[src/rtl/dec_timer.sv]
module dec_timer #(
  parameter int W = 16,
  parameter int AW = 16,
  parameter logic [AW-1:0] REG_ADDR = 16'hFFFA,
  parameter int PRESCALE = 4
) (
  input  logic          clk,
  input  logic          rst_n,
  input  logic [AW-1:0] bus_addr,
  input  logic          bus_we,
  input  logic [W-1:0]  bus_wdata,
  output logic [W-1:0]  bus_rdata,
  input  logic          flag_we,
  input  logic          flag_sel,
  input  logic          flag_val,
  input  logic          evt_in,
  output logic          irq
);
  localparam int PW = (PRESCALE > 2) ? $clog2(PRESCALE) : 1;
  localparam logic [PW-1:0] PLAST = PW'(PRESCALE - 1);

  logic [W-1:0]  count, reload;
  logic [PW-1:0] presc;
  logic          tmode, run;
  logic          s1, s2, s3;

  wire hit    = bus_addr == REG_ADDR;
  wire wr_hit = bus_we && hit;
  wire fall   = s3 && !s2;
  wire tick   = run && (tmode ? (presc == PLAST) : fall);
  wire expire = count <= W'(1);

  assign bus_rdata = hit ? count : '0;

  always_ff @(posedge clk or negedge rst_n)
    if (!rst_n) begin
      tmode <= 1'b0;
      run   <= 1'b0;
    end else if (flag_we) begin
      if (flag_sel) run <= flag_val;
      else          tmode <= flag_val;
    end

  always_ff @(posedge clk or negedge rst_n)
    if (!rst_n) {s1, s2, s3} <= 3'b111;
    else        {s1, s2, s3} <= {evt_in, s1, s2};

  always_ff @(posedge clk or negedge rst_n)
    if (!rst_n)                      presc <= '0;
    else if (!run || !tmode || wr_hit || presc == PLAST) presc <= '0;
    else                             presc <= presc + 1'b1;

  always_ff @(posedge clk or negedge rst_n)
    if (!rst_n) begin
      count  <= '0;
      reload <= '0;
      irq    <= 1'b0;
    end else begin
      irq <= 1'b0;
      if (wr_hit) begin
        count  <= bus_wdata;
        reload <= bus_wdata;
      end else if (tick) begin
        if (expire) begin
          count <= reload;
          irq   <= reload != '0;
        end else begin
          count <= count - 1'b1;
        end
      end
    end

  a_r1_write_loads: assert property (@(posedge clk) disable iff (!rst_n)
    wr_hit |=> (count == $past(bus_wdata)) && (reload == $past(bus_wdata)));

  a_r2_no_step_between_ticks: assert property (@(posedge clk) disable iff (!rst_n)
    (run && tmode && !wr_hit && presc != PLAST) |=> $stable(count));

  a_r3_reloaded_on_irq: assert property (@(posedge clk) disable iff (!rst_n)
    irq |-> (count == reload) && (reload != '0));

  a_r4_stopped_hold: assert property (@(posedge clk) disable iff (!rst_n)
    (!run && !wr_hit) |=> $stable(count));

  a_r6_zero_silent: assert property (@(posedge clk) disable iff (!rst_n)
    (reload == '0 && !wr_hit) |=> !irq);
endmodule

[config.mk]
export PLATFORM = sky130hd
export DESIGN_NAME = dec_timer
export DESIGN_NICKNAME = d
export VERILOG_FILES = /design/src/rtl/dec_timer.sv
export SDC_FILE = /design/constraint.sdc
export NUM_CORES = 1
export LEC_CHECK = 0
export ABC_AREA = 1
export BUFFER_PORTS_ARGS = -buffer_cell sky130_fd_sc_hd__buf_4
export CORE_UTILIZATION = 55
export DETAILED_ROUTE_END_ITERATION = 8
export PLACE_DENSITY = 0.92
export SETUP_SLACK_MARGIN = 0.15
export SKIP_LAST_GASP = 1
export SLEW_MARGIN = 15
export SYNTH_ARGS = -nofsm -noshare
export SYNTH_HDL_FRONTEND = slang
export SYNTH_SLANG_ARGS = --single-unit
[constraint.sdc]
create_clock -name clk -period 2.1 [get_ports clk]
set_clock_uncertainty 0.05 [all_clocks]
set_input_delay 0.315 -clock clk [delete_from_list [all_inputs] [get_ports clk]]
set_output_delay 0.315 -clock clk [all_outputs]
set_load 0.02 [all_outputs]
; ---- Word level (Yosys, flattened, before mapping)
; Cells that the tools add are included.
[op_classes]
n_lt_le_gt_ge = 1
reduce_logical = 13
n_eq_ne = 2
n_addsub = 2
muxes = 9
bitwise_logic = 1
[op_table]
columns = cell, count
row1 = $mux W16, 4
row2 = $eq A16 B16 Y1 const B, 1
row3 = $le A16 B1 Y1 const B, 1
row4 = $reduce_bool A16 Y1, 1
row5 = $sub A16 B1 Y16 const B, 1
row6 = $mux W1, 4
row7 = $reduce_and A2 Y1, 2
row8 = $logic_and A1 B1 Y1, 3
row9 = $logic_not A1 Y1, 3
row10 = $logic_or A1 B1 Y1, 3
row11 = $add A2 B1 Y2 const B, 1
row12 = $eq A2 B2 Y1 const B, 1
row13 = $mux W2, 1
row14 = $reduce_bool A2 Y1, 1
row15 = $not A1 Y1, 1
[totals]
ff_bits = 40
out_inout_bits = 17
input_bits = 39
elab_cells = 37

; ---- Longest topological paths before layout
; Gate-level depths: netlist (run 1).
[depth]
word_depth = 6
ltp_mapped = 11

; ---- Least setup slack after synthesis (run 1)
; No wires, ideal clock.
[synth_timing]
path_type = input -> output
startpoint = input bus_addr[0]
endpoint = output bus_rdata[10]
path_stages = 8
t_required_ps = 1735
arrival_time_ps = 1349
path_slack_ps = 386
path_buffers = 1
path_cell_list = inv_1 -> nand2_1 -> nor2_1 -> nand2_2 -> nor2_8 -> inv_2 -> clkbuf_1 -> nor2_1
[synth_via]
elab_chain_cells = 2
[synth_lines]
columns = element, line
row1 = from (decl), 9  ; input logic [AW-1:0] bus_addr,
row2 = $eq A16 B16 Y1, 27  ; wire hit = bus_addr == REG_ADDR;
row3 = $mux W16, 33  ; assign bus_rdata = hit ? count : '0;
row4 = to (decl), 12  ; output logic [W-1:0] bus_rdata,
; No other way between the ends.

; ---- Worst setup path after layout (run 1)
[layout_timing]
startpoint = register count[0]
endpoint = register count[4]
[layout_via]
elab_chain_cells = 4
word_cells_on_any_way = 5
[layout_lines]
columns = element, line
row1 = from (decl), 22  ; logic [W-1:0] count, reload;
row2 = from (signal assigned), 61  ; count <= bus_wdata;
row3 = from (signal assigned), 65  ; count <= reload;
row4 = from (signal assigned), 68  ; count <= count - 1'b1;
row5 = $sub A16 B1 Y16 or $le A16 B1 Y1 (tied branches), "68, 31"
row6 = $mux W16 (*), 64  ; if (expire) begin
row7 = $mux W16 (*), 63  ; end else if (tick) begin
row8 = $mux W16 (*), 60  ; if (wr_hit) begin
; Mark *: on every way between the ends. The rest lies on a longest branch, timed or not. The select of a mux whose other input is x is not followed.
; A chain may end at the register's enable or synchronous reset.

==> reports/summary.txt, run 1 <==
Reg2Reg Launch Point -> count[0]
Psw -> 1.27 mW
GRT Overall Usage -> 27.5%
Worst Path Arrival -> 1.96 ns
top-level I/O count -> 56
power density cells -> 872 nW/um^2
fraction of layout cells with a size suffix above 1 -> 26.2%
die height -> 72.6 um
CP max-delay cell -> dfrtp_1
CTS Buffer Depth -> 2
CTS clock-pin slew for the worst setup and hold paths -> 0.08 ns
Post-DP HPWL -> 4980 um
fin. max-slew vios -> 0
Pint -> 1.63 mW
Total Wirelength -> 6640 um
worst slew pin tran -> 0.507 ns
clock latency at the later pin of the worst-skew pair -> 0.30 ns
initial drt markers -> 205
warnings from Yosys -> 0
critical-path cell list -> inv_1 > ha_2 > o21ai_2 > nor2_4 > nand3_4 > buf_4 > nand3_2 > nand3_1 > nand2_1 > nand2_1
Chip Width -> 72.6 um
Hold Path Sink -> s1
worst reg2reg setup slack -> 0.27 ns
Combinational Power Share -> 44.1%
layout overhead on the synthesized area -> 21.7%
Initial Util -> 57.7%
remaining antenna violation count after routing -> 0
vias in the first global route -> 2,542
pin count of the biggest net entering global routing -> 41
CP Class -> flop to flop
first-pass GRT wire length -> 11,200 um
Post-route DRC -> 0
depth of the CTS H-tree -> 2
drt first pass iters -> 5
WL per Instance -> 12.8 um
worst path required time -> 2.23 ns
worst-case reg-to-reg path depth -> 10
final setup violation count -> 0
WHS Path Cells -> 1
GR Overflow Total -> 0
total chip power -> 2.91 mW
full die area -> 5270 um^2
Seq/Total Area, Yosys -> 36.6%
syn avg cell area -> 7.07 um^2
Synth Instances -> 388
vias per cell -> 5.22
leakage -> 1.87 nW
CP max stage delay -> 0.44 ns
Yosys reg bits -> 40
Hold WC Path Type -> primary input to flop
net switching share of the total power -> 43.8%
syn_nets -> 430
TritonCTS clock tree -> built
filler cell count -> 384
nets@finish -> 491
unrepaired setup endpoints after global routing -> false
synth unique cells -> 33
CTS Buf Count -> 5
Buffers on Ports -> 55
Worst R2R End -> count[4]
CP max FO -> 10
Max VDD drop -> 0.528 mV
area of the mapped netlist -> 2740 um^2
most used cell, CP -> nand2_1
n_diodes -> 0
WHS -> 0.0717 ns
antenna violations before repair -> 0
final hold vios -> 0
Core ar. -> 4750 um^2
final core occ -> 70.2%
CP Capture Type -> flop
Max-Cap Viols -> 0
clock sinks -> 40
TNS Setup -> 0 ns
Routability Congestion -> 0.867
Final period util -> 87.2%
fmax -> 546 MHz
Relative slew margins -> 65.9%
Root Driver -> clkbuf_8
min-delay src -> evt_in
Seq pwr share -> 38.4%
Critical Path Source Type -> flop
routed vias -> 2,701
standard-cell row count -> 25
Period minus WS final -> 1.83 ns
outcome -> completed
Clock power frac -> 17.5%
-- layout make-up --
type | count | area, um^2 | area share (%)
multi-input combinational | 290 | 1490 | 44.5
sequential | 40 | 1000 | 30.1
timing repair buffer | 62 | 480 | 14.4
inverter | 50 | 189 | 5.66
tap | 67 | 83.8 | 2.51
clock buffer | 5 | 68.8 | 2.06
clock inverter | 3 | 23.8 | 0.713
-- flip-flops by register name, indices dropped and copies added (netlist names) --
name and flops:
count 16, reload 16, s3 1, tmode 1, s1 1, run 1, presc 2, s2 1
irq 1
-- what timing repair did --
| item | in CTS | in global routing |
|---|---|---|
| buffers inserted | 0 | 6 |
| setup endpoints to repair | 0 | 10 |
| endpoints found under the hold margin | 37 | 0 |
| hold buffers | 1 | 0 |
| resized for setup | 0 | 1 |
-- worst max-delay path, delay by kind of cell (launching register included) --
kind	cells	cell delay, ns
DFF	1	0.44
AOI/OAI and AO/OA	1	0.08
adders and majority gates	1	0.26
buffers and inverters	2	0.38
and+or+nand+nor	6	0.51
-- metal layers --
| metal | share of wire [%] | global-route usage (%) | vias up |
|---|---|---|---|
| li1 | - | - | 1348 |
| met1 | 41 | 34.4 | 1205 |
| met2 | 49 | 47.1 | 127 |
| met3 | 6.9 | 4.70 | 21 |
| met4 | 2.4 | 11.1 | 0 |
| met5 | 0 | 0 | - |
-- cell usage in the layout (no fill, tap or decap), types with 2 or more instances in the layout --
master / instances
o21ai_0: 7
inv_1: 42
dfstp_2: 3
nor4_1: 4
nand2_1: 129
clkbuf_8: 5
inv_2: 6
nand3_1: 39
nand4_1: 9
a31oi_1: 2
ha_1: 2
nor2_1: 47
buf_4: 60
xor2_1: 3
a21oi_2: 2
and2_1: 2
nand2_2: 5
clkinvlp_4: 2
nor2_4: 4
dfrtp_1: 37
a21oi_1: 6
nand2_4: 4
nand3_2: 13
nor2_2: 4
nand3_4: 2
-- worst max path at each step --
stage                           start            end  slack, ns  cells after the start
after detailed placement     count[0]      count[10]       0.21                      9
after floorplan           bus_addr[0]  bus_rdata[10]       0.39                      8
after CTS                    count[0]      count[15]       0.19                      9
after global placement       count[0]      count[10]       0.32                      9
final                        count[0]       count[4]       0.27                     10
after global routing         count[0]            irq       0.16                      8
-- synthesized netlist by cell type --
library cell | count | area share [%]
nand3_1 | 39 | 7.1
nor2_4 | 4 | 1.6
a21oi_2 | 2 | 0.64
nand3_4 | 2 | 1.3
inv_1 | 42 | 5.8
buf_6 | 3 | 1.2
o21ai_2 | 1 | 0.32
and2_1 | 2 | 0.46
a21oi_4 | 1 | 0.59
clkinv_1 | 1 | 0.14
nor4_1 | 4 | 0.91
inv_2 | 6 | 0.82
nor3_2 | 1 | 0.37
nand2_1 | 129 | 18
xor2_1 | 3 | 0.96
nand4_1 | 9 | 2.1
a21oi_1 | 6 | 1.1
nand2_4 | 4 | 1.6
nand3_2 | 13 | 4.7
buf_2 | 1 | 0.18
nor2_1 | 47 | 6.4
nor3b_1 | 1 | 0.27
clkinv_2 | 1 | 0.18
o21ai_0 | 7 | 1.3
clkbuf_1 | 1 | 0.14
nand2_2 | 5 | 1.1
a31oi_1 | 2 | 0.46
nor2_8 | 1 | 0.73
dfrtp_1 | 37 | 34
buf_4 | 3 | 0.82
ha_1 | 3 | 1.4
nor2_2 | 4 | 0.91
dfstp_2 | 3 | 2.9
-- kinds of logic after synthesis --
group | share of synthesized area [%]
XOR/XNOR | 0.959
buffers and inverters | 9.26
adder cells (fa/ha/maj) | 1.37
AND/OR/NAND/NOR | 47.4
flip-flops | 36.7
AO/OA/AOI/OAI | 4.38
-- metrics by stage --
step | instance area [um^2] | setup slack (ns) | instances
after detailed placement | 3170 | 0.210 | 502
after global routing | 3340 | 0.158 | 517
final | 3340 | 0.269 | 517
after floorplan | 2740 | 0.386 | 388
after global placement | 3170 | 0.325 | 502
after CTS | 3280 | 0.189 | 511
-- power groups by stage --
stage / Sequential, mW / Combinational, mW / Clock [mW]
2_1_floorplan: 1.07 / 0.980 / 0
3_3_place_gp: 1.11 / 1.20 / 0
3_5_place_dp: 1.12 / 1.24 / 0
4_1_cts: 1.11 / 1.26 / 0.512
5_1_grt: 1.14 / 1.45 / 0.542
6_report: 1.12 / 1.28 / 0.509
Power figures use the tool's default switching activity.
==> run 2, diff against run 1 <==
MAX_ROUTING_LAYER = met4   (was not set)
==> run 2 against run 1 <==
Power increased by 3.8%. Sequential share of layout area grew 0.10 points. Via count down 0.63%. Count of clock-buffer cells in the layout stayed put. First-iteration DRC count shrank 5.9%. Hold slack got worse by 0.0051 ns. Combinational power is essentially flat. Setup slack improved by 0.023 ns. Utilization down 0.24 points. Final cell count fell by 0.58%. Critical path type unchanged. Critical endpoint is now count[12]. Largest cell class unchanged.
==> reports/summary.txt, run 2 (synthesized netlist as in run 1, its figures left out) <==
antenna violations before repair -> 0 (unchanged)
drt first pass iters -> 4 (was 5)
GR Overflow Total -> 0 (unchanged)
biggest regs -> count x16, reload x16, presc x2 (unchanged)
power density cells -> 908 nW/um^2 (was 872 nW/um^2)
TritonCTS clock tree -> built (unchanged)
Final period util -> 86.1% (was 87.2%)
layout overhead on the synthesized area -> 21.3% (was 21.7%)
Max-Cap Viols -> 0 (unchanged)
Total Wirelength -> 6440 um (was 6640 um)
Buffers on Ports -> 55 (unchanged)
vias per cell -> 5.22 (about the same)
unrepaired setup endpoints after global routing -> false (unchanged)
clock latency at the later pin of the worst-skew pair -> 0.30 ns (about the same)
Worst Path Arrival -> 1.95 ns (was 1.96 ns)
Core ar. -> 4750 um^2 (unchanged)
CP max FO -> 8 (was 10)
full die area -> 5270 um^2 (unchanged)
Root Driver -> clkbuf_8 (unchanged)
Period minus WS final -> 1.81 ns (was 1.83 ns)
Max VDD drop -> 0.513 mV (was 0.528 mV)
vias in the first global route -> 2,571 (was 2,542)
die height -> 72.6 um (unchanged)
most frequent cells in the layout -> nand2_1, buf_4, nor2_1 (unchanged)
dpl ws -> 0.172 ns (was 0.210 ns)
Hold WC Path Type -> primary input to flop (unchanged)
Setup WS post-layout -> 0.291 ns (was 0.269 ns)
Critical Path Source Type -> flop (unchanged)
clock sinks -> 40 (unchanged)
worst slew pin tran -> 0.482 ns (was 0.507 ns)
Chip Width -> 72.6 um (unchanged)
GRT Overall Usage -> 27.6% (was 27.5%)
Relative slew margins -> 67.6% (was 65.9%)
standard-cell row count -> 25 (unchanged)
total chip power -> 3.02 mW (was 2.91 mW)
CTS clock-pin slew for the worst setup and hold paths -> 0.08 ns (about the same)
fin. max-slew vios -> 0 (unchanged)
remaining antenna violation count after routing -> 0 (unchanged)
leakage -> 1.87 nW (about the same)
outcome -> completed (unchanged)
first-pass GRT wire length -> 10,900 um (was 11,200 um)
fraction of layout cells with a size suffix above 1 -> 25.7% (was 26.2%)
fmax -> 553 MHz (was 546 MHz)
WL per Instance -> 12.5 um (was 12.8 um)
CTS Buf Count -> 5 (unchanged)
WHS -> 0.0667 ns (was 0.0717 ns)
CTS Buffer Depth -> 2 (unchanged)
initial drt markers -> 193 (was 205)
final setup violation count -> 0 (unchanged)
worst-case reg-to-reg path depth -> 9 (was 10)
nets@finish -> 488 (was 491)
pin count of the biggest net entering global routing -> 41 (unchanged)
final hold vios -> 0 (unchanged)
n_diodes -> 0 (unchanged)
commonest non-fill, non-tap cell in the layout -> nand2_1 (unchanged)
Routability Congestion -> 0.881 (was 0.867)
WHS Path Cells -> 1 (unchanged)
Post-DP HPWL -> 4950 um (was 4980 um)
worst path required time -> 2.25 ns (was 2.23 ns)
routed vias -> 2,684 (was 2,701)
CP Capture Type -> flop (unchanged)
TNS Setup -> 0 ns (unchanged)
Post-route DRC -> 0 (unchanged)
Initial Util -> 57.7% (unchanged)
CP Class -> flop to flop (unchanged)
depth of the CTS H-tree -> 2 (unchanged)
top-level I/O count -> 56 (unchanged)
-- run 2: changes by cell type in the layout (fill, tap and decap cells not counted), sizes merged --
cell	before	now
buf	61	58
clkinvlp	2	0
clkinv	3	4
bufinv	0	1
-- run 2: repair_timing --
| item | 4_1_cts | 5_1_grt |
|---|---|---|
| endpoints found under the hold margin | 37 | 0 |
| hold buffers | 1 | 0 |
| endpoints found under the setup margin | 0 | 9 |
| resized for setup | 0 | 1 |
| buffers inserted | 0 | 3 |
-- run 2: critical path, stage by stage (launching register included) --
cell and delay [ns]:
dfrtp_1 0.43, inv_1 0.17, ha_2 0.26, o21ai_2 0.08
nor2_4 0.10, nand3_4 0.14, nand2_2 0.16, nand2_1 0.08
a21oi_1 0.17, nor2_1 0.06
-- run 2: layout make-up --
cell class	instances	area, um^2
repair buffers	59	445
multi-input cells	290	1490
clock buffers	5	68.8
well taps	67	83.8
inverters	50	189
flip-flops and latches	40	1000
clock inverters	3	47.5
fillers	407	1430
-- run 2: where the power goes --
part | switching (mW) | internal (mW)
registers | 0.189 | 0.923
clock network | 0.278 | 0.358
logic | 0.796 | 0.477
-- run 2: per-layer routing --
metal	vias to the layer above	track usage (%)	share of wire (%)
met2	88	44.7	48
met1	1226	34.2	44
met5	-	-	0
met3	23	4.28	4.0
met4	0	12.6	3.4
li1	1347	-	-
-- run 2: metrics by stage --
stage                     instance area (um^2)  std cells  util [%]
after floorplan                           2740        388         -
final                                     3320        514      69.9
after global placement                    3170        502      66.7
after CTS                                 3300        511      69.4
after detailed placement                  3170        502      66.7
after global routing                      3320        514      69.9
-- run 2: final timing paths --
path	start	endpoint	slack, ns
max	count[0]	count[12]	0.29
min reg2reg	s1	s2	0.31
max reg2reg	count[0]	count[12]	0.29
max in group asynchronous	rst_n	s3	1.17
min	evt_in	s1	0.07
min in group asynchronous	rst_n	count[9]	0.47
==> run 3, diff against run 2 <==
BUFFER_PORTS_ARGS = -buffer_cell sky130_fd_sc_hd__buf_2   (was -buffer_cell sky130_fd_sc_hd__buf_4)
==> run 3 against run 2 <==
Sequential cell count is the same. Critical path depth grew 1. Cell area shrank 4.3%. Global-route usage shrank 0.57 points. Register-to-register slack lost 0.02 ns. Utilization shrank 3.0 points. Setup slack lost 0.020 ns. Die area is the same. Highest routed layer unchanged.
==> reports/summary.txt, run 3 (synthesized netlist as in run 1, its figures left out) <==
nets@finish -> 491 (was 488)
Post-DP Area -> 3040 um^2 (was 3170 um^2)
fraction of layout cells with a size suffix above 1 -> 26.4% (was 25.7%)
n_diodes -> 0 (unchanged)
pin count of the biggest net entering global routing -> 41 (unchanged)
Seq pwr share -> 38.5% (was 36.8%)
Chip Width -> 72.6 um (unchanged)
Initial Util -> 57.7% (unchanged)
commonest non-fill, non-tap cell in the layout -> nand2_1 (unchanged)
fmax -> 547 MHz (was 553 MHz)
CTS Buffer Depth -> 2 (unchanged)
CP Capture Type -> flop (unchanged)
fin. max-slew vios -> 0 (unchanged)
outcome -> completed (unchanged)
most frequent cells in the layout -> nand2_1, buf_2, nor2_1 (was nand2_1, buf_4, nor2_1)
vias in the first global route -> 2,487 (was 2,571)
clock latency at the later pin of the worst-skew pair -> 0.30 ns (about the same)
Worst Path Arrival -> 1.97 ns (was 1.95 ns)
CP max FO -> 11 (was 8)
layout overhead on the synthesized area -> 16.1% (was 21.3%)
GRT Overall Usage -> 27.0% (was 27.6%)
Post-DP HPWL -> 4860 um (was 4950 um)
Combinational Power Share -> 43.9% (was 42.1%)
Psw -> 1.27 mW (was 1.26 mW)
Routability Congestion -> 0.901 (was 0.881)
Core ar. -> 4750 um^2 (unchanged)
WL per Instance -> 12.5 um (about the same)
top-level I/O count -> 56 (unchanged)
TritonCTS clock tree -> built (unchanged)
worst path required time -> 2.24 ns (was 2.25 ns)
Buffers on Ports -> 55 (unchanged)
CP Class -> flop to flop (unchanged)
worst slew pin tran -> 0.852 ns (was 0.482 ns)
unrepaired setup endpoints after global routing -> false (unchanged)
Post-route DRC -> 0 (unchanged)
initial drt markers -> 242 (was 193)
final hold vios -> 0 (unchanged)
TNS Setup -> 0 ns (unchanged)
drt first pass iters -> 5 (was 4)
biggest regs -> count x16, reload x16, presc x2 (unchanged)
Pint -> 1.61 mW (was 1.76 mW)
clock sinks -> 40 (unchanged)
Max-Cap Viols -> 0 (unchanged)
post-route cell area -> 3180 um^2 (was 3320 um^2)
depth of the CTS H-tree -> 2 (unchanged)
GR Overflow Total -> 0 (unchanged)
die height -> 72.6 um (unchanged)
CTS Buf Count -> 5 (unchanged)
Critical Path Source Type -> flop (unchanged)
Clock power frac -> 17.6% (was 21.0%)
antenna violations before repair -> 0 (unchanged)
filler cell count -> 405 (was 407)
vias per cell -> 5.26 (was 5.22)
full die area -> 5270 um^2 (unchanged)
Relative slew margins -> 43.2% (was 67.6%)
CTS clock-pin slew for the worst setup and hold paths -> 0.08 ns (about the same)
Root Driver -> clkbuf_8 (unchanged)
final setup violation count -> 0 (unchanged)
Period minus WS final -> 1.83 ns (was 1.81 ns)
Max VDD drop -> 0.509 mV (was 0.513 mV)
routed vias -> 2,718 (was 2,684)
Total Wirelength -> 6460 um (was 6440 um)
leakage -> 1.83 nW (was 1.87 nW)
power density cells -> 906 nW/um^2 (was 908 nW/um^2)
net switching share of the total power -> 44.0% (was 41.8%)
standard-cell row count -> 25 (unchanged)
first-pass GRT wire length -> 10,600 um (was 10,900 um)
remaining antenna violation count after routing -> 0 (unchanged)
Hold WC Path Type -> primary input to flop (unchanged)
Final period util -> 87.1% (was 86.1%)
-- run 3: through the flow --
stage | utilization, % | setup WS (ns) | hold slack (ns) | total power [mW] | cells
5_1_grt | 66.9 | 0.168 | 0.0407 | 3.11 | 517
2_1_floorplan | - | 0.386 | -0.0306 | 2.05 | 388
3_3_place_gp | 63.8 | 0.324 | 0.297 | 2.29 | 502
3_5_place_dp | 63.8 | 0.223 | 0.297 | 2.34 | 502
4_1_cts | 65.8 | 0.187 | 0.0502 | 2.86 | 510
6_report | 66.9 | 0.271 | 0.0568 | 2.88 | 517
-- run 3: critical path, stage by stage, from the launching register on --
cell and delay [ns]:
dfrtp_1 0.42, inv_1 0.16, ha_2 0.26, o21ai_2 0.08, nor2_4 0.10, nand3_4 0.16
buf_4 0.21, nand3_2 0.06, nand3_1 0.10, nand2_1 0.08, nand2_1 0.05
-- run 3: cell type report --
class	count	area, um^2	share of cell area [%]
multi-input combinational	290	1490	46.7
sequential	40	1000	31.6
timing repair buffer	62	328	10.3
inverter	50	189	5.94
tap	67	83.8	2.63
clock buffer	5	68.8	2.16
clock inverter	3	23.8	0.747
-- run 3: power by group through the flow --
stage | Sequential, mW | Combinational (mW) | Clock (mW)
detailed placement | 1.12 | 1.22 | 0
floorplan | 1.07 | 0.980 | 0
finish | 1.11 | 1.26 | 0.508
CTS | 1.10 | 1.24 | 0.518
global route | 1.13 | 1.42 | 0.555
global placement | 1.11 | 1.18 | 0
-- run 3: timing repair --
action,in CTS,in global routing
resized for setup,0,1
buffers inserted,0,7
hold buffers,0,0
setup endpoints to repair,0,8
-- run 3: path summary, 6_finish.rpt --
check                      startpoint         to  slack (ns)  cells past startpoint
setup / recovery             count[0]   count[2]        0.27                     10
hold / removal                 evt_in         s1        0.06                      1
setup reg to reg             count[0]   count[2]        0.27                     10
hold reg to reg                    s1         s2        0.31                      0
max in group asynchronous       rst_n  reload[3]        1.39                      1
min in group asynchronous       rst_n  count[13]        0.07                      1
-- run 3: per-layer routing --
metal  up-vias  GRT usage [%]  routed length [um]
li1       1346              -                   -
met1      1222           33.7                2800
met2       135           43.6                3090
met3        15           4.14                 387
met4         0           12.2                 174
met5         -              -                   0
